==> src/rtl/unpk_pkg.sv <==
package unpk_pkg;

  // number of set bits in a mask of up to 64 channels
  function automatic int count_ones(input logic [63:0] v);
    int n;
    n = 0;
    for (int i = 0; i < 64; i++) n += int'(v[i]);
    return n;
  endfunction

endpackage

==> src/rtl/unpk_sample_buf.sv <==
// Sample FIFO with parallel front window: pops a variable number of samples
// from the front and appends one whole beat behind what remains.
module unpk_sample_buf #(
  parameter int NUM_CH   = 4,
  parameter int SAMPLE_W = 16,
  localparam int SLOTS   = 2 * NUM_CH,
  localparam int CW      = $clog2(SLOTS + 1),
  localparam int BW      = NUM_CH * SAMPLE_W
) (
  input  logic          clk,
  input  logic          rst,
  input  logic          push,
  input  logic [BW-1:0] push_data,
  input  logic          pop,
  input  logic [CW-1:0] pop_cnt,
  output logic [BW-1:0] head,
  output logic [CW-1:0] level,
  output logic          room
);

  logic [SAMPLE_W-1:0] slot_q [SLOTS];
  logic [SAMPLE_W-1:0] slot_d [SLOTS];
  logic [CW-1:0]       count_q, count_d;

  always_comb begin
    int popn;
    int keep;
    popn = pop ? int'(pop_cnt) : 0;
    keep = int'(count_q) - popn;
    for (int i = 0; i < SLOTS; i++) begin
      slot_d[i] = slot_q[i];
      if (i < keep)
        slot_d[i] = slot_q[i + popn];
      else if (push && (i - keep) < NUM_CH)
        slot_d[i] = push_data[(i - keep) * SAMPLE_W +: SAMPLE_W];
    end
    count_d = CW'(keep + (push ? NUM_CH : 0));
  end

  always_ff @(posedge clk) begin
    if (rst) begin
      count_q <= '0;
    end else begin
      count_q <= count_d;
    end
    for (int i = 0; i < SLOTS; i++) slot_q[i] <= slot_d[i];
  end

  genvar g;
  generate
    for (g = 0; g < NUM_CH; g++) begin : g_head
      assign head[g*SAMPLE_W +: SAMPLE_W] = slot_q[g];
    end
  endgenerate

  assign level = count_q;
  assign room  = (int'(count_q) <= SLOTS - NUM_CH);

  // a pop never removes more than is held
  a_r7_pop_le_level: assert property (@(posedge clk) disable iff (rst)
    pop |-> (pop_cnt <= count_q));
  // a push is only taken with room for a full beat
  a_r2_push_has_room: assert property (@(posedge clk) disable iff (rst)
    push |-> (int'(count_q) <= SLOTS - NUM_CH));
  // fill level never exceeds capacity
  a_r2_level_bound: assert property (@(posedge clk) disable iff (rst)
    int'(count_q) <= SLOTS);
  // without push or pop the level holds
  a_r4_level_hold: assert property (@(posedge clk) disable iff (rst)
    (!push && !pop) |=> $stable(count_q));

endmodule

==> src/rtl/unpk_lane_route.sv <==
// Maps the buffer front window to channels: channel c takes the sample at the
// position equal to the count of enabled channels below c.
module unpk_lane_route
  import unpk_pkg::*;
#(
  parameter int NUM_CH   = 4,
  parameter int SAMPLE_W = 16,
  localparam int BW      = NUM_CH * SAMPLE_W
) (
  input  logic [NUM_CH-1:0] chan_en,
  input  logic [BW-1:0]     head,
  output logic [BW-1:0]     routed
);

  genvar c;
  generate
    for (c = 0; c < NUM_CH; c++) begin : g_ch
      int rank;
      always_comb begin
        rank = count_ones(64'(chan_en) & ((64'd1 << c) - 64'd1));
        routed[c*SAMPLE_W +: SAMPLE_W] = head[rank*SAMPLE_W +: SAMPLE_W];
      end
    end
  endgenerate

endmodule

==> src/rtl/unpk_ctrl.sv <==
// Request decision and registered response flags.
module unpk_ctrl
  import unpk_pkg::*;
#(
  parameter int NUM_CH = 4,
  localparam int SLOTS = 2 * NUM_CH,
  localparam int CW    = $clog2(SLOTS + 1)
) (
  input  logic              clk,
  input  logic              rst,
  input  logic              rd_req,
  input  logic [NUM_CH-1:0] chan_en,
  input  logic [CW-1:0]     level,
  output logic              pop,
  output logic [CW-1:0]     pop_cnt,
  output logic              valid_q,
  output logic              uflow_q
);

  int need;
  logic enough;

  always_comb begin
    need    = count_ones(64'(chan_en));
    enough  = int'(level) >= need;
    pop     = rd_req && enough;
    pop_cnt = CW'(need);
  end

  always_ff @(posedge clk) begin
    if (rst) begin
      valid_q <= 1'b0;
      uflow_q <= 1'b0;
    end else begin
      valid_q <= rd_req && enough;
      uflow_q <= rd_req && !enough;
    end
  end

  // flags are exclusive
  a_r5_exclusive: assert property (@(posedge clk) disable iff (rst)
    !(valid_q && uflow_q));
  // a flag implies a request one cycle earlier
  a_r5_needs_req: assert property (@(posedge clk) disable iff (rst)
    (valid_q || uflow_q) |-> $past(rd_req));
  // too few samples gives underflow next cycle
  a_r4_short_uflow: assert property (@(posedge clk) disable iff (rst)
    (rd_req && int'(level) < count_ones(64'(chan_en))) |=> uflow_q);
  // empty mask is always served
  a_r8_empty_mask: assert property (@(posedge clk) disable iff (rst)
    (rd_req && chan_en == '0) |=> valid_q);

endmodule

==> src/rtl/stream_unpacker.sv <==
module stream_unpacker #(
  parameter int NUM_CH   = 4,
  parameter int SAMPLE_W = 16,
  localparam int SLOTS   = 2 * NUM_CH,
  localparam int CW      = $clog2(SLOTS + 1),
  localparam int BW      = NUM_CH * SAMPLE_W
) (
  input  logic              clk,
  input  logic              rst,
  input  logic [NUM_CH-1:0] chan_en,
  input  logic              s_valid,
  output logic              s_ready,
  input  logic [BW-1:0]     s_data,
  input  logic              rd_req,
  output logic              rd_valid,
  output logic              rd_underflow,
  output logic [BW-1:0]     rd_data
);

  logic [BW-1:0] head, routed;
  logic [CW-1:0] level, pop_cnt;
  logic          room, pop, push;
  logic [BW-1:0] data_q;

  assign push    = s_valid && room;
  assign s_ready = room;

  unpk_sample_buf #(.NUM_CH(NUM_CH), .SAMPLE_W(SAMPLE_W)) u_buf (
    .clk(clk), .rst(rst), .push(push), .push_data(s_data),
    .pop(pop), .pop_cnt(pop_cnt), .head(head), .level(level), .room(room)
  );

  unpk_lane_route #(.NUM_CH(NUM_CH), .SAMPLE_W(SAMPLE_W)) u_route (
    .chan_en(chan_en), .head(head), .routed(routed)
  );

  unpk_ctrl #(.NUM_CH(NUM_CH)) u_ctrl (
    .clk(clk), .rst(rst), .rd_req(rd_req), .chan_en(chan_en), .level(level),
    .pop(pop), .pop_cnt(pop_cnt), .valid_q(rd_valid), .uflow_q(rd_underflow)
  );

  always_ff @(posedge clk) begin
    if (pop) data_q <= routed;
  end
  assign rd_data = data_q;

  // a served pop shows valid on the next cycle
  a_r3_pop_to_valid: assert property (@(posedge clk) disable iff (rst)
    pop |=> (rd_valid && !rd_underflow));
  // ready is low whenever fewer than a beat of slots are free
  a_r2_ready_level: assert property (@(posedge clk) disable iff (rst)
    (int'(level) > SLOTS - NUM_CH) |-> !s_ready);

endmodule

==> config.mk <==
export PLATFORM = sky130hd
export DESIGN_NAME = stream_unpacker
export DESIGN_NICKNAME = d
export VERILOG_FILES = /design/src/rtl/unpk_pkg.sv /design/src/rtl/unpk_sample_buf.sv /design/src/rtl/unpk_lane_route.sv /design/src/rtl/unpk_ctrl.sv /design/src/rtl/stream_unpacker.sv
export SDC_FILE = /design/constraint.sdc
export NUM_CORES = 1
export LEC_CHECK = 0
export CAP_MARGIN = 20
export CORE_AREA = 2 2 211 213
export DETAILED_ROUTE_END_ITERATION = 7
export DIE_AREA = 0 0 213 215
export DONT_BUFFER_PORTS = 1
export PLACE_DENSITY = 0.61
export SYNTH_ARGS = -nofsm -noshare
export SYNTH_HDL_FRONTEND = slang
export SYNTH_HIERARCHICAL = 1
export SYNTH_SLANG_ARGS = --single-unit
==> constraint.sdc <==
create_clock -name clk -period 10 [get_ports clk]
set_clock_uncertainty 0.05 [all_clocks]
set_input_delay 1.5 -clock clk [delete_from_list [all_inputs] [get_ports clk]]
set_output_delay 1.5 -clock clk [all_outputs]
set_load 0.02 [all_outputs]
Yosys cells after proc, flatten, opt, wreduce, memory -nomap -nowiden
Memory sizes are Yosys's and may differ from the RTL's.
Index checks and enable logic that the tools add are counted.
{ "totals": {"register_bits": 70, "mem_bits_rw": 128, "out_inout_bits": 67, "wordCells": 88, "mem_count": 1} }
{ "memory_table": {"columns": ["memory", "words", "word_bits", "read_ports", "rd_clocked_by_memory_dff", "write_ports", "line_no", "text"], "rows": [
  ["u_buf.slot_q", 8, 16, 12, 0, 8, "unpk_sample_buf.sv:21", "logic [SAMPLE_W-1:0] slot_q [SLOTS];"]
]} }
{ "op_classes": {"add_sub_neg": 20, "n_lt_le_gt_ge": 18, "n_eq_ne": 4, "shift": 11, "muxes": 18, "reduce_logical": 12} }
{ "op_table": {"columns": ["cell", "count"], "rows": [
  ["$shiftx A64 B32 Y16", 10],
  ["$lt A32 B4 Y1 const B", 8],
  ["$mux W16", 16],
  ["$lt A4 B32 Y1 const A", 4],
  ["$sub A4 B32 Y32 const A", 4],
  ["$lt A3 B32 Y1 const A", 2],
  ["$shiftx A64 B6 Y16", 1],
  ["$sub A3 B32 Y32 const A", 2],
  ["$add A32 B2 Y32", 1],
  ["$ge A5 B32 Y1", 1],
  ["$lt A1 B32 Y1 const A", 1],
  ["$lt A2 B32 Y1 const A", 1],
  ["$sub A1 B32 Y32 const A", 1],
  ["$sub A2 B32 Y32 const A", 1],
  ["$add A3 B3 Y3 const A", 4],
  ["$logic_and A1 B1 Y1", 11],
  ["$ne A2 B2 Y1 const B", 4],
  ["$add A2 B3 Y3 const A", 2],
  ["$sub A4 B4 Y5", 1],
  ["$add A4 B4 Y4", 1],
  ["$le A4 B3 Y1 const B", 1],
  ["$mux W4", 1],
  ["$add A1 B3 Y3 const A", 1],
  ["$add A2 B1 Y3", 1],
  ["other kinds (3)", 3]
]} }

Depth between registers and ports, before layout
Gate-level depths: netlist of run 1.
{ "logic_depth": {"word_depth": 12, "mapped_depth": 29} }

Modules after synthesis
The synthesis of run 1 kept the hierarchy.
{ "modules_own_cells": {"columns": ["mod", "instances", "cells_each", "area_each_um2", "seq_area_each_um2"], "rows": [
  ["unpk_sample_buf", 1, 1176, 13818.3, 3923.8],
  ["stream_unpacker", 1, 65, 1928.1, 1921.8],
  ["unpk_lane_route", 1, 116, 1267.5, 0.0],
  ["unpk_ctrl", 1, 25, 222.7, 40.0]
]} }

Least setup slack after synthesis of run 1
No wires, ideal clock.
{ "synth_path": {"path_kind": "input port to flip-flop", "start": "input port chan_en[0]", "end": "memory u_buf.slot_q[1][0], enable pin", "setup_ns": 0.414, "arrival_ns": 8.979, "slack_ns": 0.557, "cell_stages": 26, "path_buffers": 6, "cell_sequence": "inv_1 fa_1 inv_1 ha_1 ha_1 inv_1 ha_1 nand2_1 o21ai_2 and2_1 buf_2 and2_1 buf_2 buf_6 buf_2 ha_1 inv_1 fa_1 xor2_1 buf_2 nor2_2 ha_1 nor2b_1 xnor2_1 buf_2 o31ai_1"} }
{ "synth_lines": {"columns": ["item", "line_no", "text"], "rows": [
  ["start, declared", "stream_unpacker.sv:10", "input logic [NUM_CH-1:0] chan_en,"],
  ["end, declared", "unpk_sample_buf.sv:21", null]
]} }

==> summary.md, run 1 <==
| Metric | Value |
|---|---|
| Status | complete, no violations |
| Post-CTS sizing | 0 |
| Maximum operating frequency | 129.7 MHz |
| Fin util | between 40% and 50% |
| CP Capture Type | flop |
| RSZ-0062 raised after global routing | no |
| Mapped Nets | between 1,000 and 1,500 |
| R2R setup slack | ~4.1 ns |
| Synth Instances | 1,382 |
| Fin Setup TNS | 0 ns |
| Worst hold start | u_buf/level[3] |
| Finished Cell Area | ~18,000 um^2 |
| RD Place Congestion | slightly below 0.9 |
| Number of synthesized flops with an enable pin | ~190 |
| Detail Placement HPWL | 40.15 mm |
| Reg2reg start | u_buf/level[2] |
| Die W | 213 um |
| Clk sink count | 198 |
| Hold Crit Class | reg -> reg |
| Asr flop ratio synth | 0% |
| WL per Instance | just under 30 um |
| Antenna fix cells | 0 |
| Period utilization | ~77% |
| CTS clk-pin slew, worst paths | 0.08 ns |
| Clock buffer depth | 2 |
| Endpoints failing setup | 0 |
| First-pass GRT wire length | 83.99 mm |
| Main flop type after synthesis | edfxtp_1 |
| Initial antenna violation count | 1 |
| Max-slew violation count | 0 |
| Avg Synthesized Cell Area | 12.47 um^2 |
| Hold-fix buffers, CTS | 0 |
| Yosys reg bits | 198 |
| Layout cells sized above 1 | about 28% |
| Number of hold violations in the final report | 0 |
| Vias in the first global route | 12,130 |
| Starting Density | approximately 40% |
| H-tree Lvls | 4 |
| Critical Path AT | 7.96 ns |
| Crit-path max FO | between 60 and 70 |
| CTS tree | built |
| Vias | 12,850 |
| Final #Nets | 1,385 |
| Synth Warn # | 6 |
| DRC | 0 |
| I/O Pins | ~140 |
| Worst Setup SP | chan_en[0] |
| Via-to-Cell Ratio | 6.794 |
| GRT Resource Usage Total | about a quarter |
| Max transition margin | 26.41% |
| Final min period | just under 8 ns |
| Worst setup SP type | input pin |
| Crit path required time | 10.25 ns |
| Max Cap Violations | 0 |
| DR pass1 iterations | 6 |
| Final ANT Viol Nets | 0 |
| Placed Area | roughly 18,000 um^2 |
| Register area share after synthesis | 34.15% |
| CTS buffer count | 17 |
| Port Buffer Count | 0 |
| Pin count of the biggest net entering global routing | between 80 and 90 |
| Area Growth Syn to Fin | 5.045% |
| Remaining global-route overflow | 0 |
| Die area | about 46,000 um^2 |
| Crit Path Class | in -> reg |
| Core Region | 43,640 um^2 |
| Insertion delay to the later sink of the worst-skew pair | 0.46 ns |
| Total detailed-routing wirelength | 56.32 mm |
| FILL cells | 4,017 |
| Hold Worst Slack | 0.5996 ns |
| CTS Root Cell | clkbuf_16 |
| Actual slew at the worst max-slew pin | 1.096 ns |
| FP Rows | 77 |
| Mapped Area | 17,240 um^2 |
| Postcts setup bufs | 0 |
| Die Ht | 215 um |
| DRT iter0 DRCs | 1,722 |
| Cell variety after synth | 82 |
-- through the flow --
stage	setup slack (ns)	instances
2_1_floorplan	0.5569	1382
3_3_place_gp	1.961	1857
3_5_place_dp	1.813	1858
4_1_cts	2.266	1890
5_1_grt	1.811	1892
6_report	2.292	1892
-- sequential cells by signal, summed over array words and instances (netlist names) --
register / flops
rd_data: 64
u_ctrl/valid_q: 1
u_ctrl/uflow_q: 1
u_buf/slot_q: 128
u_buf/level: 4
-- placed cells by master (no fill, tap or decap), types with 6 or more instances in the layout --
master and instances:
edfxtp_1 192, nand2_1 188, mux4_2 185, mux2i_1 112, nor2_1 52, mux2_2 48
a22o_1 47, a21oi_1 44, o2bb2ai_1 38, buf_4 32, o21ai_0 25, o22ai_1 24
nor3_1 20, a31oi_1 20, ha_1 20, a311oi_1 18, clkbuf_16 17, a211o_1 16
o2111ai_1 16, inv_1 15, xnor2_1 10, o22ai_2 9, o2bb2ai_2 9, nand3_1 6
nor2b_1 6, dfxtp_1 6, mux4_1 6
-- synthesized netlist by cell type, types with 12 or more instances --
master       n  share of area [%]
a211o_1     16               0.81
ha_1        23                1.7
buf_4       23                1.0
clkbuf_1    45               0.98
mux4_2     185                 24
nand2_1    190                4.1
mux2_2      48                3.1
o22ai_1     24               0.87
inv_1       15               0.33
a311oi_1    18               0.91
o21ai_0     28               0.81
a31oi_1     20               0.73
a22o_1      47                2.4
buf_6       13               0.85
mux2i_1    112                6.5
o2bb2ai_1   38                1.9
edfxtp_1   192                 33
xnor2_1     12               0.61
nor3_1      20               0.58
nor2_1      52                1.1
buf_2       55                1.6
a21oi_1     44                1.3
o2111ai_1   16               0.81
-- kinds of logic after synthesis --
family,share of synthesized area (%)
AO/OA/AOI/OAI,13.93
XOR/XNOR,1.648
flip-flops,34.15
buffers and inverters,5.437
other,0.02176
AND/OR/NAND/NOR,8.072
adder cells (fa/ha/maj),2.018
multiplexers,34.73
-- area by class of cell --
cell class	instances	area [um^2]	share of cell area, %
clock buffers	17	425.4	2.350
multi-input cells	1013	10540	58.23
repair buffers	35	297.8	1.645
clock inverters	15	120.1	0.6634
well taps	592	740.7	4.091
inverters	22	92.59	0.5114
flip-flops and latches	198	5886	32.51
-- layer usage --
metal | track usage [%] | part of all wire [%] | up-vias
met1 | 37.55 | 42 | 6513
met4 | 6.597 | 1.7 | 0
met2 | 33.54 | 42 | 877
li1 | - | - | 5394
met3 | 8.213 | 14 | 70
met5 | 0 | 0 | -
-- final timing paths --
path | cells past startpoint | end
max reg2reg | 16 | u_buf/slot_q[4][5]
max | 23 | u_buf/slot_q[4][5]
min | 3 | u_ctrl/uflow_q
min reg2reg | 3 | u_ctrl/uflow_q
-- critical path: stages --
cell and delay (ns):
inv_1 0.04, fa_1 0.55, inv_1 0.06, ha_1 0.18
ha_1 0.33, inv_1 0.06, ha_1 0.26, nand2_1 0.05
o21ai_2 0.20, and2_4 0.20, buf_4 0.62, and2_4 0.30
ha_4 0.14, inv_1 0.05, fa_2 0.39, nand3_1 0.11
and2_2 0.38, inv_2 0.22, ha_1 0.34, and3_1 0.24
a21oi_4 0.61, and2_1 0.87, o2bb2ai_1 0.21
Power of run 1 is not shown: default switching activity piles up to over one toggle a cycle in this logic, so the estimate is an artifact.
==> run 2: changes to the inputs <==
PLACE_DENSITY = 0.59   (was 0.61)
clock period = 7.15 ns   (was 10 ns; I/O delays follow)
==> run 2 against run 1 <==
Cell count up 0.69%. Sequential share of layout area decreased by 0.31 points. Utilization up 0.40 points. Critical path type unchanged.
==> summary.md, run 2 (synthesis gave the netlist of run 1 again) <==
| Metric | Value |
|---|---|
| Worst setup SP type | input pin |
| Hold Crit Class | reg -> reg |
| Most frequent cells in the layout | edfxtp_1, nand2_1, mux4_2 |
| Antenna fix cells | 0 |
| Port Buffer Count | 0 |
| Final #Nets | 1,398 |
| Pin count of the biggest net entering global routing | 83 |
| Multi-input gate area | 10,570 um^2 |
| Via-to-Cell Ratio | 6.764 |
| Critical path cell sequence | inv_1 > fa_1 > inv_1 > ha_1 > ha_1 > inv_1 > ha_1 > nand2_1 > o21ai_2 > and2_4 > and2_4 > ha_4 > inv_1 > fa_2 > nand3_1 > and2_2 > inv_2 > ha_1 > nor2b_1 > xnor2_2 > buf_4 > nand2_1 > o31ai_4 > buf_4 |
| Layout cells sized above 1 | 29.32% |
| RD Place Congestion | 0.8801 |
| Crit Path Class | in -> reg |
| Most flop-heavy register | u_buf/slot_q |
| Detail Placement HPWL | slightly above 40 mm |
| Crit-path max cell delay | 0.60 ns |
| Maximum operating frequency | 162.0 MHz |
| Core Region | 43,640 um^2 |
| Final ANT Viol Nets | 0 |
| Vias | 12,890 |
| DRT iter0 DRCs | 1,531 |
| Fin Setup TNS | 0 ns |
| Hold Worst Slack | between 0.5 and 0.6 ns |
| Actual slew at the worst max-slew pin | 1.044 ns |
| I/O Pins | approximately 140 |
| Crit path required time | 7.24 ns |
| Final worst slack | just under 1 ns |
| Endpoints failing setup | 0 |
| WL per Instance | about 30 um |
| RSZ-0062 raised after global routing | no |
| Postcts setup bufs | 0 |
| Clock buffer depth | 2 |
| CP Capture Type | flop |
| Initial antenna violation count | 0 |
| Total detailed-routing wirelength | 57.16 mm |
| CTS clk-pin slew, worst paths | 0.08 ns |
| CP max stage cell | fa_1 |
| Die Ht | 215 um |
| Number of hold violations in the final report | 0 |
| FILL cells | between 4,000 and 5,000 |
| Max-slew violation count | 0 |
| DRC | 0 |
| Clk sink count | between 150 and 200 |
| Insertion delay to the later sink of the worst-skew pair | ~0.47 ns |
| GRT Resource Usage Total | ~25% |
| DR pass1 iterations | 7 |
| Max Cap Violations | 0 |
| Critical Path AT | 6.27 ns |
| CP bufs+invs | 7 |
| Max transition margin | 30.38% |
| FP Rows | 77 |
| Reg area | 5886 um^2 |
| Die W | 213 um |
| Starting Density | 39.49% |
| CTS buffer count | 17 |
| Remaining global-route overflow | 0 |
| Crit-path max FO | 19 |
| First-pass GRT wire length | 84.31 mm |
| Period utilization | 86.35% |
| Largest register FFs | roughly 130 |
| Hold-fix buffers, CTS | 0 |
| CTS Root Cell | clkbuf_16 |
| Status | complete, no violations |
| CTS tree | built |
| Vias in the first global route | 12,420 |
| Post-CTS sizing | 0 |
| Area Growth Syn to Fin | 6.068% |
| Commonest non-fill, non-tap cell in the layout | edfxtp_1 |
| Final min period | ~6 ns |
| DP Worst Slack | 0.5357 ns |
| Die area | 45,800 um^2 |
| Cell family with most CP delay | adder cells |
| H-tree Lvls | 4 |
## run 2: cell types whose count changed in the layout (fill, tap and decap cells not counted), sizes merged
cell    previous run  this run
buf               35        48
bufinv             0         2
clkbuf            17        18
clkinv            11        10
inv               25        23
## run 2: worst reg2reg max path, stage by stage, from the launching register on
cell and delay, ns:
dfxtp_1 0.36, ha_1 0.32, nand2_1 0.07, o21ai_2 0.18
and2_4 0.21, and2_4 0.24, ha_4 0.16, inv_1 0.05
fa_2 0.39, nand3_1 0.12, and2_2 0.37, inv_2 0.22
ha_1 0.34, nor2b_1 0.19, xnor2_2 0.19, buf_4 0.33
nand2_1 0.15, o31ai_4 0.07, buf_4 0.32
## run 2: final timing paths
kind	from	depth (start not counted)	slack, ns	endpoint
worst max register to register	u_buf/level[2]	18	2.47	u_buf/slot_q[1][10]
worst min register to register	u_buf/level[3]	3	0.57	u_ctrl/uflow_q
worst min-delay path	u_buf/level[3]	3	0.57	u_ctrl/uflow_q
worst max-delay path	chan_en[0]	24	0.98	u_buf/slot_q[1][10]
## run 2: area by class of cell
class | count | area share (%)
multi-input combinational | 1013 | 57.80
timing repair buffer | 48 | 2.286
tap | 592 | 4.051
inverter | 22 | 0.5064
sequential | 198 | 32.19
clock buffer | 18 | 2.347
clock inverter | 14 | 0.8212
## run 2: per-layer routing
| metal | vias up | track usage [%] | part of all wire [%] | wire length, um |
|---|---|---|---|---|
| met2 | 850 | 34.32 | 42 | 23770 |
| met5 | - | 0 | 0 | 0 |
| li1 | 5419 | - | - | - |
| met1 | 6528 | 37.37 | 44 | 24970 |
| met3 | 88 | 8.695 | 13 | 7292 |
| met4 | 0 | 6.503 | 2.0 | 1120 |
## run 2: per-stage QoR
step | area (um^2) | util (%) | std cells
finish | 18280 | 41.89 | 1905
detailed placement | 17680 | 40.50 | 1872
floorplan | 17290 | - | 1382
global placement | 17680 | 40.50 | 1872
CTS | 18260 | 41.83 | 1904
global route | 18280 | 41.89 | 1905
Power of run 2 is left out for the same reason.
